<file path="config.mk">
export PLATFORM = sky130hd
export DESIGN_NAME = trig_route_ctrl
export DESIGN_NICKNAME = d
export VERILOG_FILES = /design/src/rtl/trig_route_pkg.sv /design/src/rtl/trig_route_regs.sv /design/src/rtl/trig_route_lane.sv /design/src/rtl/trig_route_ctrl.sv
export SDC_FILE = /design/constraint.sdc
export NUM_CORES = 1
export LEC_CHECK = 0
export ABC_AREA = 1
export BUFFER_PORTS_ARGS = -buffer_cell sky130_fd_sc_hd__buf_2
export CAP_MARGIN = 20
export CELL_PAD_IN_SITES_DETAIL_PLACEMENT = 1
export CELL_PAD_IN_SITES_GLOBAL_PLACEMENT = 2
export CORE_MARGIN = 2
export CORE_UTILIZATION = 22
export CTS_CLUSTER_SIZE = 8
export DETAILED_ROUTE_END_ITERATION = 8
export HOLD_SLACK_MARGIN = 0.08
export PLACE_DENSITY = 0.88
export SYNTH_ARGS = -nofsm -noshare
export SYNTH_HDL_FRONTEND = slang
export SYNTH_HIERARCHICAL = 1
export SYNTH_SLANG_ARGS = --single-unit
</file>
<file path="constraint.sdc">
create_clock -name clk -period 2.15 [get_ports clk]
set_clock_uncertainty 0.05 [all_clocks]
set_input_delay 0.43 -clock clk [delete_from_list [all_inputs] [get_ports clk]]
set_output_delay 0.43 -clock clk [all_outputs]
set_load 0.03 [all_outputs]
</file>
<file path="src/rtl/trig_route_pkg.sv">
package trig_route_pkg;

    // Number of backplane trigger lines handled by the block.
    localparam int unsigned LINES = 8;

    // Width of the host-visible control word: one enable and one direction bit per line.
    localparam int unsigned WORD_W = 2 * LINES;

    // Number of byte-lane strobes; the upper lane holds enables, the lower lane directions.
    localparam int unsigned LANES = 2;

    typedef logic [LINES-1:0] line_vec_t;

    // Stored routing configuration; the packed order matches the host word layout.
    typedef struct packed {
        line_vec_t en;   // upper half of the host word
        line_vec_t dir;  // lower half of the host word, 1 = inward
    } route_cfg_t;

endpackage

</file>
<file path="src/rtl/trig_route_regs.sv">
module trig_route_regs
    import trig_route_pkg::*;
#(
    parameter int unsigned W = WORD_W
) (
    input  logic             clk,
    input  logic             hard_rst_n,
    input  logic             soft_rst_n,
    input  logic             wr,
    input  logic [LANES-1:0] be,
    input  logic [W-1:0]     wdata,
    output route_cfg_t       cfg
);

    localparam int unsigned HALF = W / 2;

    typedef struct packed {
        route_cfg_t cfg;
    } regs_t;

    regs_t state_d;
    regs_t state_q;

    logic write_ok;

    always_comb begin
        state_d  = state_q;
        write_ok = wr && soft_rst_n;
        if (write_ok && be[1]) begin
            state_d.cfg.en = wdata[W-1:HALF];
        end
        if (write_ok && be[0]) begin
            state_d.cfg.dir = wdata[HALF-1:0];
        end
    end

    always_ff @(posedge clk or negedge hard_rst_n) begin
        if (!hard_rst_n) begin
            state_q <= '0;
        end else begin
            state_q <= state_d;
        end
    end

    assign cfg = state_q.cfg;

endmodule

</file>
<file path="src/rtl/trig_route_lane.sv">
module trig_route_lane (
    input  logic en,
    input  logic dir,
    input  logic bp_in,
    input  logic fp_in,
    output logic drive_en,
    output logic drive_val,
    output logic out_term
);

    logic inward;
    logic outward;

    always_comb begin
        inward    = en && dir;
        outward   = en && !dir;
        drive_en  = inward;
        drive_val = inward && fp_in;
        out_term  = outward && bp_in;
    end

endmodule

</file>
<file path="src/rtl/trig_route_ctrl.sv">
module trig_route_ctrl
    import trig_route_pkg::*;
(
    input  logic        clk,
    input  logic        hard_rst_n,
    input  logic        soft_rst_n,
    input  logic        host_wr,
    input  logic [1:0]  host_be,
    input  logic [15:0] host_wdata,
    output logic [15:0] host_rdata,
    input  logic [7:0]  bp_trig_in,
    input  logic        fp_in,
    output logic [7:0]  bp_drive_en,
    output logic [7:0]  bp_drive_val,
    output logic        fp_out
);

    route_cfg_t cfg;
    line_vec_t  out_terms;

    trig_route_regs #(
        .W (WORD_W)
    ) regs_i (
        .clk        (clk),
        .hard_rst_n (hard_rst_n),
        .soft_rst_n (soft_rst_n),
        .wr         (host_wr),
        .be         (host_be),
        .wdata      (host_wdata),
        .cfg        (cfg)
    );

    for (genvar i = 0; i < LINES; i++) begin : g_line
        trig_route_lane lane_i (
            .en        (cfg.en[i]),
            .dir       (cfg.dir[i]),
            .bp_in     (bp_trig_in[i]),
            .fp_in     (fp_in),
            .drive_en  (bp_drive_en[i]),
            .drive_val (bp_drive_val[i]),
            .out_term  (out_terms[i])
        );
    end

    assign host_rdata = cfg;
    assign fp_out     = |out_terms;

endmodule

</file>
==> results of run 1 <==
final cells by class:
type	count	area, um^2
Timing Repair Buffer	64	325
Tap cell	52	65.1
Multi-Input combinational cell	89	422
Sequential cell	16	400
Inverter	24	90.1
Clock buffer	3	41.3
Fill cell	575	3010
how the worst max path moves through the flow:
stage	startpoint	endpoint	slack, ns	cells past startpoint
floorplan	regs_i/cfg[12]	fp_out	0.65	6
global placement	bp_trig_in[6]	fp_out	0.55	8
detailed placement	bp_trig_in[6]	fp_out	0.54	8
CTS	regs_i/cfg[14]	fp_out	0.39	7
global route	regs_i/cfg[14]	fp_out	0.30	7
finish	regs_i/cfg[14]	fp_out	0.40	7
per-stage QoR:
stage / instances / hold WS, ns / setup slack [ns] / cell area, um^2
floorplan: 135 / 0.0844 / 0.646 / 988
global placement: 244 / 0.317 / 0.548 / 1290
detailed placement: 244 / 0.322 / 0.544 / 1290
CTS: 248 / 0.383 / 0.387 / 1340
global route: 248 / 0.385 / 0.300 / 1340
finish: 248 / 0.384 / 0.404 / 1340
timing repair:
item,CTS,global route
endpoints found under the setup margin,0,0
endpoints found under the hold margin,16,0
hold buffers,1,0
power by group through the flow:
stage | clock network (uW) | registers (uW) | logic [uW]
2_1_floorplan | 0 | 494 | 190
3_3_place_gp | 0 | 406 | 409
3_5_place_dp | 0 | 406 | 414
4_1_cts | 226 | 401 | 417
5_1_grt | 248 | 411 | 446
6_report | 220 | 400 | 410
cells in the final DEF (no fill, tap or decap):
master	count
nand4_1	16
nand2_1	53
dlygate4sd3_1	1
nor2_2	8
buf_2	63
inv_1	24
clkbuf_8	3
nand3_4	2
nor2_1	10
dfrtp_1	16
per-layer routing:
layer / GRT usage (%) / up-vias / share of wire (%)
met1: 17.3 / 504 / 44
met3: 2.42 / 2 / 5.1
li1: - / 537 / -
met4: 3.77 / 0 / 0.49
met2: 20.8 / 32 / 50
met5: 0 / - / 0
worst max-delay path, delay by kind of cell (launching register included):
kind,cells,cell delay (ns)
buffers and inverters,2,0.22
flip-flops,1,0.41
AND/OR/NAND/NOR,5,0.40
logic make-up (layout without fill, tap and decap cells):
logic type | count (synthesis) | after routing
buf+inv | 30 | 91
flops | 16 | 16
simple gates | 89 | 89
==> metrics, run 1 <==
HP Class in -> reg; cells after synthesis 135; Setup Buffers After CTS 0; 1st-pass router iterations 4; hold depth 3; Area contributors post-synth dfrtp_1 41%, nand2_1 20%, nand4_1 10%; Initial Utilization 22.7%; post-synthesis compound-gate area fraction 0%; TNS Setup 0 ns; Placer Congestion 0.690; Reg-to-Reg Start regs_i/cfg[9]; fraction of layout cells with a size suffix above 1 38.8%; largest family of logic cells by synthesized area simple AND/OR/NAND/NOR gates; Switching Share 42.4%; Max stage delay on crit path 0.41 ns; R2R depth 2; CP required 1.67 ns; Combinational Power Share 39.8%; average wire per standard cell 12.3 um; Max-Cap Viols 0; clk slew on worst S/H paths 0.06 ns; Worst setup EP type output port; crit start category flop; min Tclk post-route 1.75 ns; Post-Synth Simple-Gate Area 42.7%; maximum clock path buffer count 2; origin of the worst min-delay path host_wdata[13]; area grow syn2layout 35.9%; most frequent cells after synthesis 53 x nand2_1, 24 x inv_1, 16 x dfrtp_1, 16 x nand4_1, 10 x nor2_1; unrepaired setup endpoints after global routing false; number of global-route vias before repair 995; total core area 4350 um^2; gr usage total 12.8%; period utilization 81.2%; Max VDD drop 0.000161 V; CP Cell Sequence nand2_1, nor2_1, inv_1, nand2_1, nor2_1, nand2_1, buf_2; post-synthesis sequential area ratio 40.5%; Core Util, Final 30.9%; root buffer cell clkbuf_8; ys flop type dfrtp_1; Antenna Diode Count 0; 1st-iter DRT viols 41; Die Wd 71.0 um; Rows 24; detailed-route via count 1,075; Avg Inst Size Synth 7.32 um^2; Via density 4.33; largest net degree at the start of global routing 19; post-synth net total 166; Buffers on Ports 63; Die ar. 5050 um^2; post-synthesis mux area share 0%; critical path peak fanout 4; # IOs 64; FF-to-FF End regs_i/cfg[9]; initial antenna violation count 0; synthesized area 988 um^2; Peak Freq 573 MHz; Cell variety after synth 9; internal power 593 uW; type of the worst setup path reg -> out; Slew @ Worst Pin 0.405 ns; CTS tree done; Post-layout nets 229; flip-flop count of the largest register after layout 16; Post-synth EDFFs 0; share of the synthesized area in the top cell type 40.5%; asr flop ratio synth 100%; most used cell, CP nand2_1; Final ANT Viol Nets 0; Slowest cell on crit path dfrtp_1; htree depth 1; Fin. Hold Viols 0; total power 1030 uW; number of synthesized register bits 16; adder-cell share of the synthesized area 0%; hold path endpoint regs_i/cfg[13]; Critical Path AT 1.27 ns; final WL 3060 um; area leader, netlist dfrtp_1; cts bufs inserted 3; clock network fraction of total power 21.4%; Switch Pwr 436 uW; Post-Synth XOR/XNOR Area 0%; Die H 71.0 um; clock latency on the worst-skew pair 0.24 ns; R2R Setup Slk 1.43 ns; Cell Pwr Density 766 nW/um^2; status complete, no violations; clk sinks 16; most frequent cell after synthesis nand2_1; synth warn 6; Static Leak 0.000858 uW; Sequential Power Share 38.8%; Pins Over Slew Limit 0; number of remaining DRC errors 0; CTS resizes 0; first-pass GRT wire length 4990 um; final setup fails 0; GR Overflow Total 0; worst relative slew slack 73.0%; Detail Placement HPWL 2300 um
Power figures use the tool's default switching activity.
==> run 2, diff against run 1 <==
CORE_UTILIZATION = 20   (was 22)
PLACE_DENSITY = 0.82   (was 0.88)
clock period = 1.66 ns   (was 2.15 ns; I/O delays follow)
==> run 2 against run 1 <==
  * Critical path depth did not move
  * Flip-flop and latch count did not move
  * Sequential share of layout area fell by 1.6 points
  * Non-clock buffer count rose by 7
  * Critical endpoint unchanged
==> metrics, run 2 (synthesis results as in run 1) <==
clk slew on worst S/H paths 0.06 ns (about the same); Cell Pwr Density 974 nW/um^2 (was 766 nW/um^2); average wire per standard cell 12.1 um (was 12.3 um); Final ANT Viol Nets 0 (unchanged); crit start category flop (unchanged); htree depth 1 (unchanged); TNS Setup 0 ns (unchanged); initial antenna violation count 0 (unchanged); # IOs 64 (unchanged); Max VDD drop 0.000217 V (was 0.000161 V); Max-Cap Viols 0 (unchanged); CP required 1.28 ns (was 1.67 ns); clk sinks 16 (unchanged); Pins Over Slew Limit 0 (unchanged); total power 1380 uW (was 1030 uW); critical path peak fanout 4 (unchanged); clock latency on the worst-skew pair 0.24 ns (about the same); Buffers on Ports 63 (unchanged); number of global-route vias before repair 1,029 (was 995); area grow syn2layout 43.4% (was 35.9%); HP Class in -> reg (unchanged); Via density 4.01 (was 4.33); unrepaired setup endpoints after global routing false (unchanged); worst relative slew slack 74.3% (was 73.0%); GR Overflow Total 0 (unchanged); Combinational Power Share 41.6% (was 39.8%); Die Wd 74.3 um (was 71.0 um); most frequent cells in the layout 62 x buf_2, 53 x nand2_1, 24 x inv_1 (was 63 x buf_2, 53 x nand2_1, 24 x inv_1); Sequential Power Share 37.2% (was 38.8%); cts bufs inserted 3 (unchanged); Die ar. 5520 um^2 (was 5050 um^2); Rows 25 (was 24); Post-layout nets 236 (was 229); Placer Congestion 0.701 (was 0.690); number of remaining DRC errors 0 (unchanged); Switching Share 42.1% (was 42.4%); internal power 799 uW (was 593 uW); final setup fails 0 (unchanged); gr usage total 12.3% (was 12.8%); detailed-route via count 1,084 (was 1,075); WHS 0.278 ns (was 0.384 ns); Initial Utilization 20.8% (was 22.7%); period utilization 95.7%; maximum clock path buffer count 2 (unchanged); Switch Pwr 582 uW (was 436 uW); clock network fraction of total power 21.2% (was 21.4%); total core area 4750 um^2 (was 4350 um^2); status complete, no violations (unchanged); Detail Placement HPWL 2440 um (was 2300 um); fraction of layout cells with a size suffix above 1 40.9% (was 38.8%); Critical Path AT 1.21 ns (was 1.27 ns); final WL 3280 um (was 3060 um); type of the worst setup path reg -> out (unchanged); 1st-pass router iterations 4 (unchanged); 1st-iter DRT viols 21 (was 41); placed cell area 1330 um^2 (was 1290 um^2); Slew @ Worst Pin 0.386 ns (was 0.405 ns); largest net degree at the start of global routing 17 (was 19); first-pass GRT wire length 5040 um (was 4990 um); Fin. Hold Viols 0 (unchanged); Peak Freq 630 MHz; fin area 1420 um^2 (was 1340 um^2); min Tclk post-route 1.59 ns; commonest non-fill, non-tap cell in the layout buf_2 (unchanged); Static Leak 0.000894 uW (was 0.000858 uW); Die H 74.3 um (was 71.0 um); flip-flop count of the largest register after layout 16 (unchanged); root buffer cell clkbuf_8 (unchanged); Antenna Diode Count 0 (unchanged); CTS tree done (unchanged); Worst setup EP type output port (unchanged)
-- run 2: cell types whose count changed in the layout (fill, tap and decap cells not counted), sizes merged --
cell  change
buf       +7
-- run 2: area by class of cell --
type	instances	area (um^2)
inverter	24	90.1
tap	67	83.8
multi-input combinational	89	422
clock buffer	3	41.3
timing repair buffer	71	380
fill	640	3340
sequential	16	400
-- run 2: power groups by stage --
stage                     clock network, uW  registers, uW  logic [uW]
after floorplan                           0            639         246
after global placement                    0            523         548
after detailed placement                  0            524         551
after CTS                               301            517         554
after global routing                    325            523         627
final                                   293            513         575
-- run 2: what timing repair did --
action | in CTS | in global routing
hold buffers | 1 | 0
setup buffers | 0 | 4
gates resized for setup | 0 | 2
endpoints found under the setup margin | 0 | 1
endpoints found under the hold margin | 16 | 0
-- run 2: final timing paths --
path	start	to	slack, ns	cells past startpoint
worst max-delay path	regs_i/cfg[14]	fp_out	0.07	7
min in group asynchronous	hard_rst_n	regs_i/cfg[10]	0.49	2
worst min-delay path	host_wdata[14]	regs_i/cfg[14]	0.28	3
worst max register to register	regs_i/cfg[13]	regs_i/cfg[13]	0.86	3
worst min register to register	regs_i/cfg[7]	regs_i/cfg[7]	0.49	2
max in group asynchronous	hard_rst_n	regs_i/cfg[12]	0.79	2
-- run 2: critical path: stages, from the launching register on --
cell	delay, ns
dfrtp_1	0.42
nand2_1	0.08
nor2_1	0.04
inv_1	0.05
nand2_1	0.06
nor2_1	0.10
nand2_1	0.06
buf_4	0.17
-- run 2: layer usage --
| layer | vias up | track usage [%] | routed length [um] |
|---|---|---|---|
| met4 | 0 | 2.98 | 8 |
| met3 | 2 | 2.44 | 196 |
| met1 | 498 | 16.4 | 1440 |
| met5 | - | 0 | 0 |
| met2 | 35 | 20.5 | 1640 |
| li1 | 549 | - | - |
-- run 2: per-stage QoR --
step | setup WS (ns) | cells | utilization [%]
6_report | 0.0722 | 270 | 29.8
5_1_grt | 0.00695 | 270 | 29.8
4_1_cts | 0.0429 | 266 | 29.1
3_5_place_dp | 0.300 | 262 | 28.1
3_3_place_gp | 0.304 | 262 | 28.1
2_1_floorplan | 0.254 | 135 | -
==> run 3, diff against run 2 <==
ABC_AREA = 0   (was 1)
CORE_UTILIZATION = 21   (was 20)
==> run 3 against run 2 <==
  * The flow now finishes with violations (negative setup slack)
  * Critical path type unchanged
  * Non-clock buffer count rose by 3
  * Area after synthesis decreased by 18%
  * Clock-buffer cell count did not move
  * Die area down 21%
  * Register-to-register slack lost 0.16 ns
  * Hold slack worse by 0.013 ns
  * Critical endpoint unchanged
  * Sequential power up 2%
  * First-iteration DRC count rose by 4.8%
  * Largest power group unchanged
  * Flip-flop and latch count did not move
  * Total power up 13%
  * Critical path depth fell by 3
==> metrics, run 3 <==
Place WS 0.0308 ns (was 0.300 ns); commonest non-fill, non-tap cell in the layout buf_2 (unchanged); maximum clock path buffer count 2 (unchanged); clk slew on worst S/H paths 0.06 ns (about the same); final setup fails 1 (was 0); CP required 1.28 ns (about the same); type of the worst setup path reg -> out (unchanged); largest family of logic cells by synthesized area simple AND/OR/NAND/NOR gates (unchanged); synth warn 6 (unchanged); adder-cell share of the synthesized area 0% (unchanged); largest net degree at the start of global routing 17 (unchanged); Detail Placement HPWL 1960 um (was 2440 um); Reg-to-Reg Start regs_i/cfg[5] (was regs_i/cfg[13]); Max VDD drop 0.000379 V (was 0.000217 V); Slew @ Worst Pin 0.381 ns (was 0.386 ns); post-synthesis sequential area ratio 49.6% (was 40.5%); synthesized area 807 um^2 (was 988 um^2); clock latency on the worst-skew pair 0.24 ns (about the same); flip-flop count of the largest register after layout 16 (unchanged); CTS tree done (unchanged); min Tclk post-route 1.74 ns (was 1.59 ns); crit path from regs_i/cfg[13] (was regs_i/cfg[14]); Fillers 437 (was 640); cts bufs inserted 3 (unchanged); Initial Utilization 21.9% (was 20.8%); CP endpoint fp_out (unchanged); Fin. Hold Viols 0 (unchanged); HP Class in -> reg (unchanged); Die H 66.0 um (was 74.3 um); crit start category flop (unchanged); Peak Freq 574 MHz (was 630 MHz); Cell Pwr Density 1180 nW/um^2 (was 974 nW/um^2); Avg Inst Size Synth 13.2 um^2 (was 7.32 um^2); Post-Synth XOR/XNOR Area 0% (unchanged); average wire per standard cell 14.3 um (was 12.1 um); Pins Over Slew Limit 0 (unchanged); most frequent cells in the layout 62 x buf_2, 16 x mux2_2, 16 x dfrtp_1 (was 62 x buf_2, 53 x nand2_1, 24 x inv_1); critical path peak fanout 4 (unchanged); area grow syn2layout 63.7% (was 43.4%); period utilization 105% (was 95.7%); R2R Setup Slk 0.70 ns (was 0.86 ns); Area contributors post-synth dfrtp_1 50%, mux2_2 22%, and3b_1 8.7% (was dfrtp_1 41%, nand2_1 20%, nand4_1 10%); Final WS setup -0.0823 ns (was 0.0722 ns); cells after synthesis 61 (was 135); root buffer cell clkbuf_8 (unchanged); FF-to-FF End regs_i/cfg[5] (was regs_i/cfg[13]); worst relative slew slack 74.6% (was 74.3%); Post-synth EDFFs 0 (unchanged); number of remaining DRC errors 0 (unchanged); total power 1560 uW (was 1380 uW); 1st-iter DRT viols 22 (was 21); number of global-route vias before repair 824 (was 1,029); Cell variety after synth 8 (was 9); area leader, netlist dfrtp_1 (unchanged); first-pass GRT wire length 4040 um (was 5040 um); 1st-pass router iterations 3 (was 4); asr flop ratio synth 100% (unchanged); Rows 22 (was 25); Placer Congestion 0.714 (was 0.701); Die ar. 4350 um^2 (was 5520 um^2); final WL 2670 um (was 3280 um); # IOs 64 (unchanged); R2R depth 2 (was 3); Buffers on Ports 63 (unchanged); Die Wd 66.0 um (was 74.3 um); Post-layout nets 171 (was 236); fraction of layout cells with a size suffix above 1 80.4% (was 40.9%); clk sinks 16 (unchanged); Max-Cap Viols 0 (unchanged); GR Overflow Total 0 (unchanged); Post-Synth Simple-Gate Area 28.1% (was 42.7%); post-synth net total 92 (was 166); status complete, but fails checks (was complete, no violations); number of synthesized register bits 16 (unchanged); Critical Path AT 1.36 ns (was 1.21 ns); post-synthesis mux area share 22.3% (was 0%); detailed-route via count 809 (was 1,084); initial antenna violation count 0 (unchanged); unrepaired setup endpoints after global routing true (was false); Antenna Diode Count 0 (unchanged); post-synthesis compound-gate area fraction 0% (unchanged); gr usage total 12.7% (was 12.3%); htree depth 1 (unchanged); most frequent cells after synthesis 16 x dfrtp_1, 16 x mux2_2, 8 x and2_2, 8 x and3_2, 8 x and3b_1 (was 53 x nand2_1, 24 x inv_1, 16 x dfrtp_1, 16 x nand4_1, 10 x nor2_1); Via density 4.35 (was 4.01); total core area 3690 um^2 (was 4750 um^2); Worst setup EP type output port (unchanged); violated checks negative setup slack; Static Leak 0.000739 uW (was 0.000894 uW); share of the synthesized area in the top cell type 49.6% (was 40.5%); ys flop type dfrtp_1 (unchanged); Final ANT Viol Nets 0 (unchanged)
-- run 3: cell types whose count changed in the layout (fill, tap and decap cells not counted), sizes merged, moves of 16 or more --
cell | previous run | this run
nand2 | 53 | 1
inv | 24 | 0
nor2 | 18 | 0
mux2 | 0 | 16
nand4 | 16 | 0
-- run 3: final cells by class --
| cell class | count | area, um^2 | area share (%) |
|---|---|---|---|
| Multi-Input combinational cell | 45 | 413 | 31.2 |
| Timing Repair Buffer | 74 | 407 | 30.8 |
| Sequential cell | 16 | 400 | 30.3 |
| Tap cell | 48 | 60.1 | 4.55 |
| Clock buffer | 3 | 41.3 | 3.12 |
-- run 3: per-stage QoR --
stage	util (%)	cells	hold WS [ns]	TNS (ns)	cell area [um^2]
3_3_place_gp	32.1	172	0.217	0	1180
2_1_floorplan	-	61	-0.0136	0	807
4_1_cts	34.8	181	0.261	-0.106	1280
5_1_grt	35.8	186	0.253	-0.156	1320
3_5_place_dp	32.1	172	0.230	0	1180
6_report	35.8	186	0.265	-0.0823	1320
-- run 3: worst min-delay path by stage --
stage / slack [ns] / startpoint / end / cells past startpoint
2_1_floorplan: -0.01 / hard_rst_n / regs_i/cfg[0] / 0
3_3_place_gp: 0.22 / hard_rst_n / regs_i/cfg[4] / 1
3_5_place_dp: 0.23 / hard_rst_n / regs_i/cfg[12] / 1
4_1_cts: 0.26 / host_wdata[10] / regs_i/cfg[10] / 2
5_1_grt: 0.25 / host_wdata[0] / regs_i/cfg[0] / 2
6_report: 0.27 / host_wdata[3] / regs_i/cfg[3] / 2
-- run 3: what timing repair did --
item,in CTS,in global routing
hold buffers,1,0
resized for setup,3,0
endpoints found under the setup margin,1,1
pin swaps,2,2
hold endpoints to repair,16,0
buffers inserted,5,5
-- run 3: worst max-delay path: stages, from the launching register on --
cell     delay (ns)
dfrtp_1        0.40
and3b_1        0.19
nor4_1         0.26
nand2_1        0.11
buf_6          0.15
-- run 3: routing by layer --
metal | up-vias | share of wire (%) | track usage [%]
met3 | 0 | 8.3 | 2.73
li1 | 377 | - | -
met2 | 41 | 51 | 22.5
met1 | 391 | 41 | 15.6
met4 | 0 | 0 | 3.06
met5 | - | 0 | 0
-- run 3: cells by family after synthesis --
logic type / after synthesis
simple gates: 29
flops: 16
mux: 16
-- run 3: power breakdown --
part | switching, uW | internal [uW]
sequential | 57.7 | 464
clock | 131 | 161
combinational | 442 | 305
